**config.mk**
```make
export PLATFORM = sky130hd
export DESIGN_NAME = uart_flag_ctrl
export DESIGN_NICKNAME = d
export VERILOG_FILES = /design/src/rtl/uart_flag_pkg.sv /design/src/rtl/uart_flag_seq.sv /design/src/rtl/uart_flag_tx.sv /design/src/rtl/uart_flag_rx.sv /design/src/rtl/uart_flag_irq.sv /design/src/rtl/uart_flag_ctrl.sv
export SDC_FILE = /design/constraint.sdc
export NUM_CORES = 1
export LEC_CHECK = 0
export ABC_AREA = 0
export ABC_CLOCK_PERIOD_IN_PS = 1400
export BUFFER_PORTS_ARGS = -buffer_cell sky130_fd_sc_hd__buf_2
export CAP_MARGIN = 0
export CELL_PAD_IN_SITES_DETAIL_PLACEMENT = 1
export CELL_PAD_IN_SITES_GLOBAL_PLACEMENT = 1
export CORE_MARGIN = 3
export CORE_UTILIZATION = 33
export DETAILED_ROUTE_END_ITERATION = 8
export GPL_TIMING_DRIVEN = 0
export PLACE_DENSITY_LB_ADDON = 0.1
export SLEW_MARGIN = 20
export SYNTH_ARGS = -nofsm -noshare
export SYNTH_HDL_FRONTEND = slang
export SYNTH_SLANG_ARGS = --single-unit
```
**constraint.sdc**
```tcl
create_clock -name clk -period 1.4 [get_ports clk]
set_input_delay 0.07 -clock clk [delete_from_list [all_inputs] [get_ports clk]]
set_output_delay 0.07 -clock clk [all_outputs]
set_load 0.01 [all_outputs]
```
**src/rtl/uart_flag_pkg.sv**
```systemverilog
package uart_flag_pkg;
  localparam int FLAG_W   = 8;
  localparam int B_TXE    = 7;
  localparam int B_TXC    = 6;
  localparam int B_RXF    = 5;
  localparam int B_IDL    = 4;
  localparam int B_OVR    = 3;
  localparam int B_NSE    = 2;
  localparam int B_FRM    = 1;
  localparam int B_PAR    = 0;
  localparam logic [FLAG_W-1:0] STATUS_RST = 8'hC0;
endpackage

```
**src/rtl/uart_flag_seq.sv**
```systemverilog
// Two-step clear sequencer: a status access arms, the next data access fires and disarms.
module uart_flag_seq (
  input  logic clk,
  input  logic rst_n,
  input  logic stat_rd,
  input  logic data_rd,
  input  logic data_wr,
  output logic rd_clr,
  output logic wr_clr
);
  logic arm_q, arm_d;

  always_comb begin
    arm_d = arm_q;
    if (stat_rd)                arm_d = 1'b1;
    else if (data_rd | data_wr) arm_d = 1'b0;
  end

  always_ff @(posedge clk or negedge rst_n) begin
    if (!rst_n) arm_q <= 1'b0;
    else        arm_q <= arm_d;
  end

  assign rd_clr = arm_q & data_rd;
  assign wr_clr = arm_q & data_wr;
endmodule

```
**src/rtl/uart_flag_tx.sv**
```systemverilog
// Transmit-side flags: holding register empty and transmission complete.
module uart_flag_tx (
  input  logic clk,
  input  logic rst_n,
  input  logic ev_tx_moved,
  input  logic ev_tx_done,
  input  logic tx_special,
  input  logic wr_clr,
  output logic txe,
  output logic txc
);
  logic txe_q, txe_d, txc_q, txc_d, txc_set;

  assign txc_set = ev_tx_done & ~tx_special;

  always_comb begin
    txe_d = ev_tx_moved | (txe_q & ~wr_clr);
    txc_d = txc_set     | (txc_q & ~wr_clr);
  end

  always_ff @(posedge clk or negedge rst_n) begin
    if (!rst_n) begin
      txe_q <= 1'b1;
      txc_q <= 1'b1;
    end else begin
      txe_q <= txe_d;
      txc_q <= txc_d;
    end
  end

  assign txe = txe_q;
  assign txc = txc_q;
endmodule

```
**src/rtl/uart_flag_rx.sv**
```systemverilog
// Receive-side flags: ready, idle, overrun and the error qualifiers.
module uart_flag_rx (
  input  logic clk,
  input  logic rst_n,
  input  logic ev_rx_word,
  input  logic rx_noise,
  input  logic rx_frame_err,
  input  logic rx_parity_err,
  input  logic ev_idle,
  input  logic rd_clr,
  output logic rxf,
  output logic idl,
  output logic ovr,
  output logic nse,
  output logic frm,
  output logic par,
  output logic load
);
  logic rxf_q, idl_q, ovr_q, nse_q, frm_q, par_q, rearm_q;
  logic rxf_d, idl_d, ovr_d, nse_d, frm_d, par_d, rearm_d;
  logic ld, ovr_set, idl_set, keep;

  // A word is loaded only into an empty receive register; otherwise it overruns.
  assign ld      = ev_rx_word & ~rxf_q;
  assign ovr_set = ev_rx_word &  rxf_q;
  assign idl_set = ev_idle & rearm_q;
  assign keep    = ~rd_clr;

  always_comb begin
    rxf_d   = ld | (rxf_q & keep);
    ovr_d   = ovr_set | (ovr_q & keep);
    nse_d   = (ld & rx_noise)      | (nse_q & keep);
    frm_d   = (ld & rx_frame_err)  | (frm_q & keep);
    par_d   = (ld & rx_parity_err) | (par_q & keep);
    idl_d   = idl_set | (idl_q & keep);
    rearm_d = rearm_q;
    if (ld)           rearm_d = 1'b1;
    else if (idl_set) rearm_d = 1'b0;
  end

  always_ff @(posedge clk or negedge rst_n) begin
    if (!rst_n) begin
      rxf_q   <= 1'b0;
      idl_q   <= 1'b0;
      ovr_q   <= 1'b0;
      nse_q   <= 1'b0;
      frm_q   <= 1'b0;
      par_q   <= 1'b0;
      rearm_q <= 1'b1;
    end else begin
      rxf_q   <= rxf_d;
      idl_q   <= idl_d;
      ovr_q   <= ovr_d;
      nse_q   <= nse_d;
      frm_q   <= frm_d;
      par_q   <= par_d;
      rearm_q <= rearm_d;
    end
  end

  assign rxf  = rxf_q;
  assign idl  = idl_q;
  assign ovr  = ovr_q;
  assign nse  = nse_q;
  assign frm  = frm_q;
  assign par  = par_q;
  assign load = ld;
endmodule

```
**src/rtl/uart_flag_irq.sv**
```systemverilog
// Registered interrupt combiner; noise and framing flags are not sources.
module uart_flag_irq
  import uart_flag_pkg::*;
(
  input  logic              clk,
  input  logic              rst_n,
  input  logic [FLAG_W-1:0] flags,
  input  logic              ie_txe,
  input  logic              ie_txc,
  input  logic              ie_rx,
  input  logic              ie_idle,
  input  logic              ie_par,
  output logic              irq
);
  logic irq_q, irq_d;

  always_comb begin
    irq_d = (flags[B_TXE] & ie_txe)
          | (flags[B_TXC] & ie_txc)
          | ((flags[B_RXF] | flags[B_OVR]) & ie_rx)
          | (flags[B_IDL] & ie_idle)
          | (flags[B_PAR] & ie_par);
  end

  always_ff @(posedge clk or negedge rst_n) begin
    if (!rst_n) irq_q <= 1'b0;
    else        irq_q <= irq_d;
  end

  assign irq = irq_q;
endmodule

```
**src/rtl/uart_flag_ctrl.sv**
```systemverilog
module uart_flag_ctrl
  import uart_flag_pkg::*;
#(
  parameter int SYNC_STAGES = 2
) (
  input  logic              clk,
  input  logic              rst_n,
  input  logic              ev_tx_moved,
  input  logic              ev_tx_done,
  input  logic              tx_special,
  input  logic              ev_rx_word,
  input  logic              rx_noise,
  input  logic              rx_frame_err,
  input  logic              rx_parity_err,
  input  logic              ev_idle,
  input  logic              stat_rd,
  input  logic              data_rd,
  input  logic              data_wr,
  input  logic              ie_txe,
  input  logic              ie_txc,
  input  logic              ie_rx,
  input  logic              ie_idle,
  input  logic              ie_par,
  output logic [FLAG_W-1:0] status,
  output logic              rdr_load,
  output logic              tx_xfer_ok,
  output logic              irq
);
  // Reset asserts asynchronously and is released on a clock edge.
  logic [SYNC_STAGES-1:0] rst_sync_q;
  logic                   rst_int_n;

  always_ff @(posedge clk or negedge rst_n) begin
    if (!rst_n) rst_sync_q <= '0;
    else        rst_sync_q <= {rst_sync_q[SYNC_STAGES-2:0], 1'b1};
  end
  assign rst_int_n = rst_sync_q[SYNC_STAGES-1];

  logic rd_clr, wr_clr;
  logic txe, txc, rxf, idl, ovr, nse, frm, par;
  logic [FLAG_W-1:0] flags;

  uart_flag_seq u_seq (
    .clk(clk), .rst_n(rst_int_n),
    .stat_rd(stat_rd), .data_rd(data_rd), .data_wr(data_wr),
    .rd_clr(rd_clr), .wr_clr(wr_clr)
  );

  uart_flag_tx u_tx (
    .clk(clk), .rst_n(rst_int_n),
    .ev_tx_moved(ev_tx_moved), .ev_tx_done(ev_tx_done), .tx_special(tx_special),
    .wr_clr(wr_clr), .txe(txe), .txc(txc)
  );

  uart_flag_rx u_rx (
    .clk(clk), .rst_n(rst_int_n),
    .ev_rx_word(ev_rx_word), .rx_noise(rx_noise), .rx_frame_err(rx_frame_err),
    .rx_parity_err(rx_parity_err), .ev_idle(ev_idle), .rd_clr(rd_clr),
    .rxf(rxf), .idl(idl), .ovr(ovr), .nse(nse), .frm(frm), .par(par),
    .load(rdr_load)
  );

  always_comb begin
    flags        = '0;
    flags[B_TXE] = txe;
    flags[B_TXC] = txc;
    flags[B_RXF] = rxf;
    flags[B_IDL] = idl;
    flags[B_OVR] = ovr;
    flags[B_NSE] = nse;
    flags[B_FRM] = frm;
    flags[B_PAR] = par;
  end

  uart_flag_irq u_irq (
    .clk(clk), .rst_n(rst_int_n), .flags(flags),
    .ie_txe(ie_txe), .ie_txc(ie_txc), .ie_rx(ie_rx),
    .ie_idle(ie_idle), .ie_par(ie_par), .irq(irq)
  );

  assign status     = flags;
  assign tx_xfer_ok = ~txe;
endmodule

```
==> summary.md, run 1 <==
| Metric | Value |
|---|---|
| Overall die area | 0.00217 mm² |
| Resized cells post-CTS | 0 |
| RePlAce Congestion | 0.693 |
| Die height | 46.6 µm |
| Setup CP Type | reg2out |
| Critical path fanouts, max | 6 |
| Largest family of logic cells by synthesized area | compound AO/OA/AOI/OAI gates |
| Cell variety after synth | 16 |
| Max incr delay on CP | 0.43 ns |
| Internal | 733 µW |
| Vias | 426 |
| Worst Setup Start Kind | flop |
| Buffer and inverter count on the worst path | 2 |
| WL met2 | 649 µm |
| Chip Width | 46.6 µm |
| Pwr/cell area | 1330 mW/mm² |
| Root Buffer | clkbuf_4 |
| IO Port Bufs | 28 |
| Most frequent cell after synthesis | dfrtp_1 |
| Final net count | 98 |
| Post-synth EDFFs | 0 |
| DR vias/cell | 4.48 |
| Final setup TNS | 0 ns |
| Max Buffers Root-to-Sink | 2 |
| Inserted Diodes | 0 |
| Residual DRC count | 0 |
| Final min period | 1.18 ns |
| Max reg flops | 2 |
| Synth Warn # | 0 |
| Crit path DAT | 1.11 ns |
| Comb pwr share | 0.277 |
| Pleak | 0.422 nW |
| I/O pin count | 29 |
| CP Capture Type | output port |
| Outcome | finished clean |
| Compound-Gate Fraction of Synth Area | 0.194 |
| Flop pwr share | 0.494 |
| Number of global-route vias before repair | 450 |
| Sw Pwr | 279 µW |
| Synth Area in Simple Gates | 0.0415 |
| Routed Antenna Nets | 0 |
| Total GRT Usage | 0.134 |
| Peak supply drop | 0.000873 V |
| Switch share | 0.275 |
| Routed WL | 1.24 mm |
| Pre-CTS setup slack | 0.455 ns |
| Max Clk Rate | 846 MHz |
| Cells after Synth | 44 |
| Worst-path clk slew | 0.08 ns |
| Layout cells sized above 1 | 0.570 |
| Clk sink count | 13 |
| Worst setup margin | 0.218 ns |
| Async SR Flop Fraction | 1.00 |
| Synth Flop Type | dfrtp_1 |
| Cell Area, Synth | 543 µm² |
| Final Max Tran Viols | 0 |
| XOR/XNOR Fraction of Synth Area | 0 |
| #FFs+latches synth | 13 |
| Synth Area per Inst | 12.3 µm² |
| Synth Area in Adders | 0 |
| Yosys top cell by area | dfrtp_1 |
| Post-CTS repair timing setup buffer count | 0 |
| DR top layer | met4 |
| Setup-failing EPs final | 0 |
| Drt pass-1 iters | 2 |
| Hold_buf cts | 3 |
| Hold Path Class | in2reg |
| Top Family by Delay on Critical Path | flip-flops |
| Initial DRC Count | 1 |
| Fillcell total | 185 |
| Num rows | 14 |
| Leading cell types by count after synthesis | dfrtp_1, buf_4, a22o_1 |
| Core area | 0.00152 mm² |
| First-pass GRT wire length | 1.97 mm |
| Worst-path cell chain | nor2b_1 -> buf_6 -> buf_2 |
| Worst skew pair latency | 0.27 ns |
| H-tree level count | 1 |
| Met3 wire length | 88 µm |
| Net Count, Synth | 62 |
| Final worst path period share | 0.844 |
| Critical Path RT | 1.33 ns |
| Most flop-heavy register | rst_sync_q |
| Area share of the leading cell type in the synthesized netlist | 0.461 |
| Total gr overflow | 0 |
| Final count of hold timing violations | 0 |
| Initial antenna violation count | 0 |
| M1 wire length | 479 µm |
| RSZ-0062 raised after global routing | false |
| Final Util | 0.498 |
| TritonCTS clock tree | built |
| Num CTS Buffers | 3 |
| Clock Skews | 0.000589 ns |
| Sequential share of the synthesized area | 0.606 |
| Largest net degree at the start of global routing | 12 |
| Post-synthesis mux area share | 0 |
| Synth top area cells | dfrtp_1, dfstp_2, buf_4 |
| Routed length per instance | 13.0 µm |
| CP max stage cell | dfrtp_1 |
| Max cap viols | 0 |
| Initial core utilization | 0.356 |
| Area growth syn-to-layout | 39.9% |
| Clock share of power | 0.229 |
-- through the flow --
step                      power (mW)  instances  hold WS [ns]  area (µm²)
after floorplan                0.676         44        -0.226         543
after global placement         0.778         88        -0.141         703
after detailed placement       0.789         88        -0.140         703
after CTS                       1.04         95       0.00578         759
after global routing            1.09         95       0.00455         759
final                           1.01         95        0.0151         759
-- cells in the final DEF, fill, tap and decap left out --
master          n
nand2_1         2
o21ai_0         1
nor2b_1         1
nor2_1          1
a22oi_1         2
clkbuf_4        3
dfrtp_1        10
a21o_1          3
buf_6           1
buf_4           8
dlygate4sd3_1   3
dfstp_2         3
a21o_2          1
inv_1           3
conb_1          1
a22o_1          5
clkbuf_1        1
nand3_1         1
buf_2          28
a22o_2          1
-- path summary, 6_finish.rpt --
path	from	endpoint	slack, ns	cells after the start
setup / recovery	u_rx.rxf	rdr_load	0.22	3
hold / removal	rx_noise	u_rx.nse	0.02	2
setup reg to reg	u_rx.rxf	u_rx.frm	0.45	3
hold reg to reg	rst_sync_q[1]	u_rx.rxf	0.19	0
max in group asynchronous	rst_sync_q[1]	u_tx.txe	0.87	0
min in group asynchronous	rst_n	rst_sync_q[0]	0.13	2
-- per-layer routing --
metal  global-route usage  up-vias
li1                     -      211
met1                0.161      197
met2                0.225       16
met3               0.0352        2
met4               0.0511        0
met5                    0        -
-- kinds of logic after synthesis --
| family | Yosys count |
|---|---|
| AO/OA/AOI/OAI | 13 |
| flip-flops | 13 |
| buffers and inverters | 12 |
| AND/OR/NAND/NOR | 5 |
| other | 1 |
-- area by class of cell --
cell class	instances	area, µm²	area share
Clock buffer	4	26.3	0.0346
Multi-Input combinational cell	19	131	0.173
Sequential cell	13	329	0.433
Tap cell	16	20.0	0.0264
Buffer	9	71.3	0.0939
Inverter	3	11.3	0.0148
Timing Repair Buffer	31	170	0.224
-- power groups by stage --
stage                     sequential (mW)  combinational (mW)  clock [mW]
after floorplan                     0.495               0.181           0
after global placement              0.507               0.271           0
after detailed placement            0.510               0.279           0
after CTS                           0.503               0.286       0.247
after global routing                0.513               0.311       0.264
final                               0.500               0.280       0.231
Note: power is estimated with default switching activity, not from simulation.
==> run 2: changes to the inputs <==
- ABC_CLOCK_PERIOD_IN_PS: 1400 -> 1000
- CORE_UTILIZATION: 33 -> 28
- clock period: 1.4 -> 1 ns (I/O delays scaled with it)
==> run 2 against run 1 <==
The run now ends with negative setup slack left; clock-buffer cell count is 1 lower; critical path depth stayed put; total power is 64% higher; sequential power is 40% higher; non-clock buffer count up 8; wire length up 9.9%; global-route usage fell by 2.0 points; combinational power increased by 130%; die area is 15% higher; register-to-register slack got worse by 0.44 ns; core utilization is 2.3 points higher.
==> summary.md, run 2 (same netlist as run 1, synthesis figures left out) <==
| Metric | Value |
|---|---|
| Outcome | finished with violations |
| Failing checks | negative setup slack |
| Root Buffer | clkbuf_4 |
| Area growth syn-to-layout | 71.2% |
| Setup CP Type | reg2out |
| WHS Path Cells | 2 (unchanged) |
| Critical Path RT | 0.95 ns (-0.38 ns) |
| Total GRT Usage | 0.114 (-0.0198) |
| Pleak | 0.490 nW (+16%) |
| Num rows | 15 (+1) |
| CP max stage cell | dfrtp_1 |
| Worst skew pair latency | 0.27 ns (about the same) |
| Largest net degree at the start of global routing | 12 (unchanged) |
| Most flop-heavy register | rst_sync_q |
| Final net count | 106 (+8.2%) |
| Core area | 0.00178 mm² (+17%) |
| Slack of the worst reg-to-reg path | 0.01 ns (-0.44 ns) |
| FF-to-FF Start | u_rx.rxf |
| R2R Path End | u_rx.ovr |
| Num CTS Buffers | 3 (unchanged) |
| Routed WL | 1.36 mm (+9.9%) |
| Initial core utilization | 0.305 (-0.0518) |
| Final worst path period share | 1.08 |
| Final setup TNS | -0.267 ns (-0.267 ns) |
| IO Port Bufs | 28 (unchanged) |
| Max Buffers Root-to-Sink | 2 (unchanged) |
| Final count of hold timing violations | 0 (unchanged) |
| Overall die area | 0.00250 mm² (+15%) |
| Max reg flops | 2 (unchanged) |
| Pre-CTS setup slack | 0.0471 ns (-0.408 ns) |
| Number of global-route vias before repair | 485 (+7.8%) |
| Worst setup margin | -0.0838 ns (-0.302 ns) |
| CP Capture Type | output port |
| Max cap viols | 0 (unchanged) |
| Vias | 473 (+11%) |
| Most frequent CP cell | buf_6 |
| Clk sink count | 13 (unchanged) |
| Die height | 50.0 µm (+7.5%) |
| Most frequent cells in the layout | buf_2, buf_6, dfrtp_1 |
| Fillcell total | 199 (+7.6%) |
| Hold Path Class | in2reg |
| RePlAce Congestion | 0.636 (-8.3%) |
| Final min period | 1.08 ns |
| Post-Place Cells | 97 (+10%) |
| Hold_sp | ev_tx_done |
| DR vias/cell | 4.22 (-5.8%) |
| Clock Skews | 0.00469 ns (+0.00410 ns) |
| I/O pin count | 29 (unchanged) |
| RSZ-0062 raised after global routing | true |
| Inserted Diodes | 0 (unchanged) |
| Initial DRC Count | 6 (+5) |
| Drt pass-1 iters | 2 (unchanged) |
| H-tree level count | 1 (unchanged) |
| Max Clk Rate | 923 MHz |
| Worst Hold Endpoint | u_tx.txc |
| Final Max Tran Viols | 0 (unchanged) |
| Peak supply drop | 0.00109 V (+25%) |
| Non-filler instance count after layout | 112 (+18%) |
| Crit path DAT | 1.03 ns (-0.08 ns) |
| Worst r2r path cells | 3 (unchanged) |
| Max incr delay on CP | 0.42 ns (about the same) |
| Worst-path cell chain | buf_6 -> buf_6 -> buf_6 |
| Total gr overflow | 0 (unchanged) |
| Commonest non-fill, non-tap cell in the layout | buf_2 |
| Routed length per instance | 12.1 µm (-6.8%) |
| Pwr/cell area | 1790 mW/mm² (+34%) |
| Worst Setup Start Kind | flop |
| Layout cells sized above 1 | 0.632 (+0.0626) |
| TritonCTS clock tree | built |
| Residual DRC count | 0 (unchanged) |
| Initial antenna violation count | 0 (unchanged) |
| Detailed Place HPWL | 906 µm |
| Critical path fanouts, max | 2 (-4) |
| Chip Width | 50.0 µm (+7.5%) |
| Final Util | 0.521 (+0.0230) |
| Worst-path clk slew | 0.07 ns (about the same) |
| Routed Antenna Nets | 0 (unchanged) |
| Setup-failing EPs final | 4 (+4) |
| First-pass GRT wire length | 2.14 mm (+8.8%) |
[run 2: changes by cell type in the layout (fill, tap and decap cells not counted), sizes merged]
cell         delta
buf             +6
dlygate4sd3     +2
clkbuf          -1
clkinv          +1
[run 2: worst max-delay path by stage]
stage,startpoint,to,slack [ns]
2_1_floorplan,u_rx.rxf,u_rx.frm,0.12
3_3_place_gp,u_rx.rxf,u_rx.par,0.06
3_5_place_dp,u_rx.rxf,u_rx.nse,0.05
4_1_cts,u_tx.txe,status[7],-0.09
5_1_grt,u_tx.txe,status[7],-0.12
6_report,u_rx.rxf,status[5],-0.08
[run 2: what timing repair did]
| action | 4_1_cts | 5_1_grt |
|---|---|---|
| resized for setup | 6 | 14 |
| setup buffers | 6 | 3 |
| endpoints found under the hold margin | 6 | 0 |
| hold buffers | 5 | 0 |
| setup endpoints to repair | 7 | 14 |
| pin swaps | 1 | 2 |
[run 2: routing by layer]
| metal | vias up | GRT usage | share of wire |
|---|---|---|---|
| li1 | 228 | - | - |
| met1 | 227 | 0.119 | 0.40 |
| met2 | 18 | 0.207 | 0.51 |
| met3 | 0 | 0.0574 | 0.093 |
| met4 | 0 | 0.0138 | 0 |
| met5 | - | 0 | 0 |
[run 2: layout make-up]
class	count	area (µm²)	area share
Clock inverter	1	5.00	0.00538
Inverter	3	11.3	0.0121
Multi-Input combinational cell	19	143	0.153
Tap cell	25	31.3	0.0336
Timing Repair Buffer	42	332	0.357
Sequential cell	13	329	0.354
Clock buffer	3	22.5	0.0242
Buffer	6	56.3	0.0606
[run 2: power by group]
group / total (mW) / switching (mW) / leakage, nW / internal (mW)
Combinational: 0.648 / 0.212 / 0.324 / 0.436
Clock: 0.314 / 0.166 / 0.0177 / 0.148
Sequential: 0.700 / 0.0730 / 0.148 / 0.627
[run 2: through the flow]
step                hold WS [ns]  cell area [µm²]  total power, mW
floorplan                 -0.246              543            0.946
global placement          -0.163              714             1.09
detailed placement        -0.160              714             1.10
CTS                     0.000656              858             1.55
global route             0.00752              930             1.76
finish                   0.00912              930             1.66
[run 2: critical path: cells and delay by family (launching register included)]
| family | cells | cell delay, ns |
|---|---|---|
| DFF | 1 | 0.42 |
| buffers and inverters | 3 | 0.35 |
==> run 3: changes to the inputs <==
--- a/constraint.sdc
+++ b/constraint.sdc
@@ -3,2 +3,2 @@
 set_output_delay 0.05 -clock clk [all_outputs]
-set_load 0.01 [all_outputs]
+set_load 0.1 [all_outputs]
==> run 3 against run 2 <==
The flow still finishes with violations (negative setup slack); critical path depth unchanged; final cell count decreased by 3.6%; global-route usage increased by 1.2 points; critical path type unchanged; critical endpoint unchanged; largest cell class unchanged.
==> summary.md, run 3 (same netlist as run 1, synthesis figures left out) <==
| Metric | Value |
|---|---|
| Outcome | finished with violations |
| CP Capture Type | output port |
| Switch share | 0.441 (+0.170) |
| Vias | 468 (-1.1%) |
| Clock Skews | 0.00740 ns (+0.00271 ns) |
| Final min period | 1.15 ns (+0.0625 ns) |
| RePlAce Congestion | 0.635 (about the same) |
| Worst-path clk slew | 0.08 ns (about the same) |
| Final worst path period share | 1.15 (+0.0625) |
| Die height | 50.0 µm (unchanged) |
| Commonest non-fill, non-tap cell in the layout | buf_2 |
| Initial antenna violation count | 0 (unchanged) |
| First-pass GRT wire length | 2.41 mm (+13%) |
| Area growth syn-to-layout | 81.8% |
| Worst setup margin | -0.146 ns (-0.0625 ns) |
| Final net count | 102 (-3.8%) |
| TritonCTS clock tree | built |
| Chip Width | 50.0 µm (unchanged) |
| Worst r2r path cells | 3 (unchanged) |
| Max incr delay on CP | 0.42 ns (about the same) |
| Setup-failing EPs final | 6 (+2) |
| Inserted Diodes | 0 (unchanged) |
| Most frequent cells in the layout | buf_2, dfrtp_1, buf_12 |
| Crit path DAT | 1.10 ns (+0.07 ns) |
| Root Buffer | clkbuf_4 |
| Failing checks | negative setup slack |
| Worst setup path start | u_rx.rxf |
| Hold_sp | rx_parity_err |
| Worst-path cell chain | buf_6 -> buf_6 -> buf_12 |
| Max Buffers Root-to-Sink | 2 (unchanged) |
| Setup CP Type | reg2out |
| Pwr/cell area | 2430 mW/mm² (+36%) |
| Total power | 2.40 mW (+44%) |
| Critical Path RT | 0.95 ns (about the same) |
| WHS Path Cells | 2 (unchanged) |
| Fillcell total | 191 (-4.0%) |
| Max reg flops | 2 (unchanged) |
| Worst skew pair latency | 0.27 ns (about the same) |
| Num rows | 15 (unchanged) |
| Total gr overflow | 0 (unchanged) |
| Num CTS Buffers | 3 (unchanged) |
| Max Clk Rate | 872 MHz (-5.5%) |
| Seq. cell area | 329 µm² (unchanged) |
| Hold Path Class | in2reg |
| Most flop-heavy register | rst_sync_q |
| FF-to-FF Start | u_rx.rxf |
| Final count of hold timing violations | 0 (unchanged) |
| Number of global-route vias before repair | 527 (+8.7%) |
| Final Max Tran Viols | 0 (unchanged) |
| Residual DRC count | 0 (unchanged) |
| Flop pwr share | 0.301 (-0.120) |
| Worst Setup Start Kind | flop |
| Overall die area | 0.00250 mm² (unchanged) |
| Routed WL | 1.42 mm (+4.2%) |
| Detailed Place HPWL | 901 µm (-0.57%) |
| Initial core utilization | 0.305 (unchanged) |
| Clock share of power | 0.133 (-0.056) |
| I/O pin count | 29 (unchanged) |
| IO Port Bufs | 28 (unchanged) |
| Post-Place Cells | 97 (unchanged) |
| Pleak | 0.503 nW (+2.6%) |
| Non-filler instance count after layout | 108 (-3.6%) |
| Peak supply drop | 0.00138 V (+26%) |
| Initial DRC Count | 1 (-5) |
| Pre-CTS setup slack | -0.167 ns (-0.214 ns) |
| Total GRT Usage | 0.126 (+0.0119) |
| Core area | 0.00178 mm² (unchanged) |
| Most frequent CP cell | buf_6 |
| Internal | 1.34 mW (+11%) |
| RSZ-0062 raised after global routing | true |
| Routed length per instance | 13.1 µm (+8.1%) |
| Critical path fanouts, max | 3 (+1) |
| DR vias/cell | 4.33 (+2.6%) |
| Multi-input gate area | 156 µm² (+9.6%) |
| CP max stage cell | dfrtp_1 |
| Largest net degree at the start of global routing | 12 (unchanged) |
| Sw Pwr | 1.06 mW (+130%) |
| H-tree level count | 1 (unchanged) |
| Clk sink count | 13 (unchanged) |
| Routed Antenna Nets | 0 (unchanged) |
| Layout cells sized above 1 | 0.614 (-0.0177) |
| Max cap viols | 0 (unchanged) |
| Comb pwr share | 0.567 (+0.177) |
| Drt pass-1 iters | 4 (+2) |
[run 3: final timing paths]
path,end,slack (ns)
min in group asynchronous,rst_sync_q[0],0.09
setup reg to reg,u_rx.ovr,-0.03
setup / recovery,status[5],-0.15
hold reg to reg,u_rx.par,0.17
hold / removal,u_rx.par,0.0004
max in group asynchronous,u_rx.rearm_q,0.48
[run 3: area by class of cell]
class / count / share of cell area
timing repair buffer: 42 / 0.416
sequential: 13 / 0.333
multi-input combinational: 19 / 0.158
tap: 25 / 0.0317
clock buffer: 4 / 0.0266
buffer: 2 / 0.0228
inverter: 3 / 0.0114
[run 3: power by group through the flow]
| stage | clock network [mW] | registers [mW] | logic, mW |
|---|---|---|---|
| 3_3_place_gp | 0 | 0.714 | 0.957 |
| 3_5_place_dp | 0 | 0.712 | 0.966 |
| 6_report | 0.318 | 0.721 | 1.36 |
| 4_1_cts | 0.330 | 0.714 | 1.31 |
| 5_1_grt | 0.358 | 0.741 | 1.40 |
| 2_1_floorplan | 0 | 0.733 | 0.797 |
[run 3: critical path, delay by kind of cell, from the launching register on]
family | cells | cell delay [ns]
flip-flops | 1 | 0.42
buffers and inverters | 3 | 0.40
[run 3: routing by layer]
metal	global-route usage	part of all wire
met1	0.149	0.42
met2	0.224	0.52
met3	0.0423	0.057
met4	0.0138	0
met5	0	0
[run 3: repair_timing]
item / CTS / global route
hold buffers: 4 / 0
endpoints found under the hold margin: 5 / 0
setup endpoints to repair: 11 / 10
resized for setup: 40 / 10
pin swaps: 0 / 1
setup buffers: 10 / 1
[run 3: per-stage QoR]
| step | setup TNS, ns | hold WS [ns] | util | area [µm²] |
|---|---|---|---|---|
| 2_1_floorplan | -0.0319 | -0.246 | - | 543 |
| 5_1_grt | -0.818 | -0.00820 | 0.554 | 987 |
| 3_3_place_gp | -0.347 | -0.163 | 0.401 | 714 |
| 4_1_cts | -0.606 | 0.00132 | 0.538 | 958 |
| 6_report | -0.576 | 0.000436 | 0.554 | 987 |
| 3_5_place_dp | -0.353 | -0.160 | 0.401 | 714 |
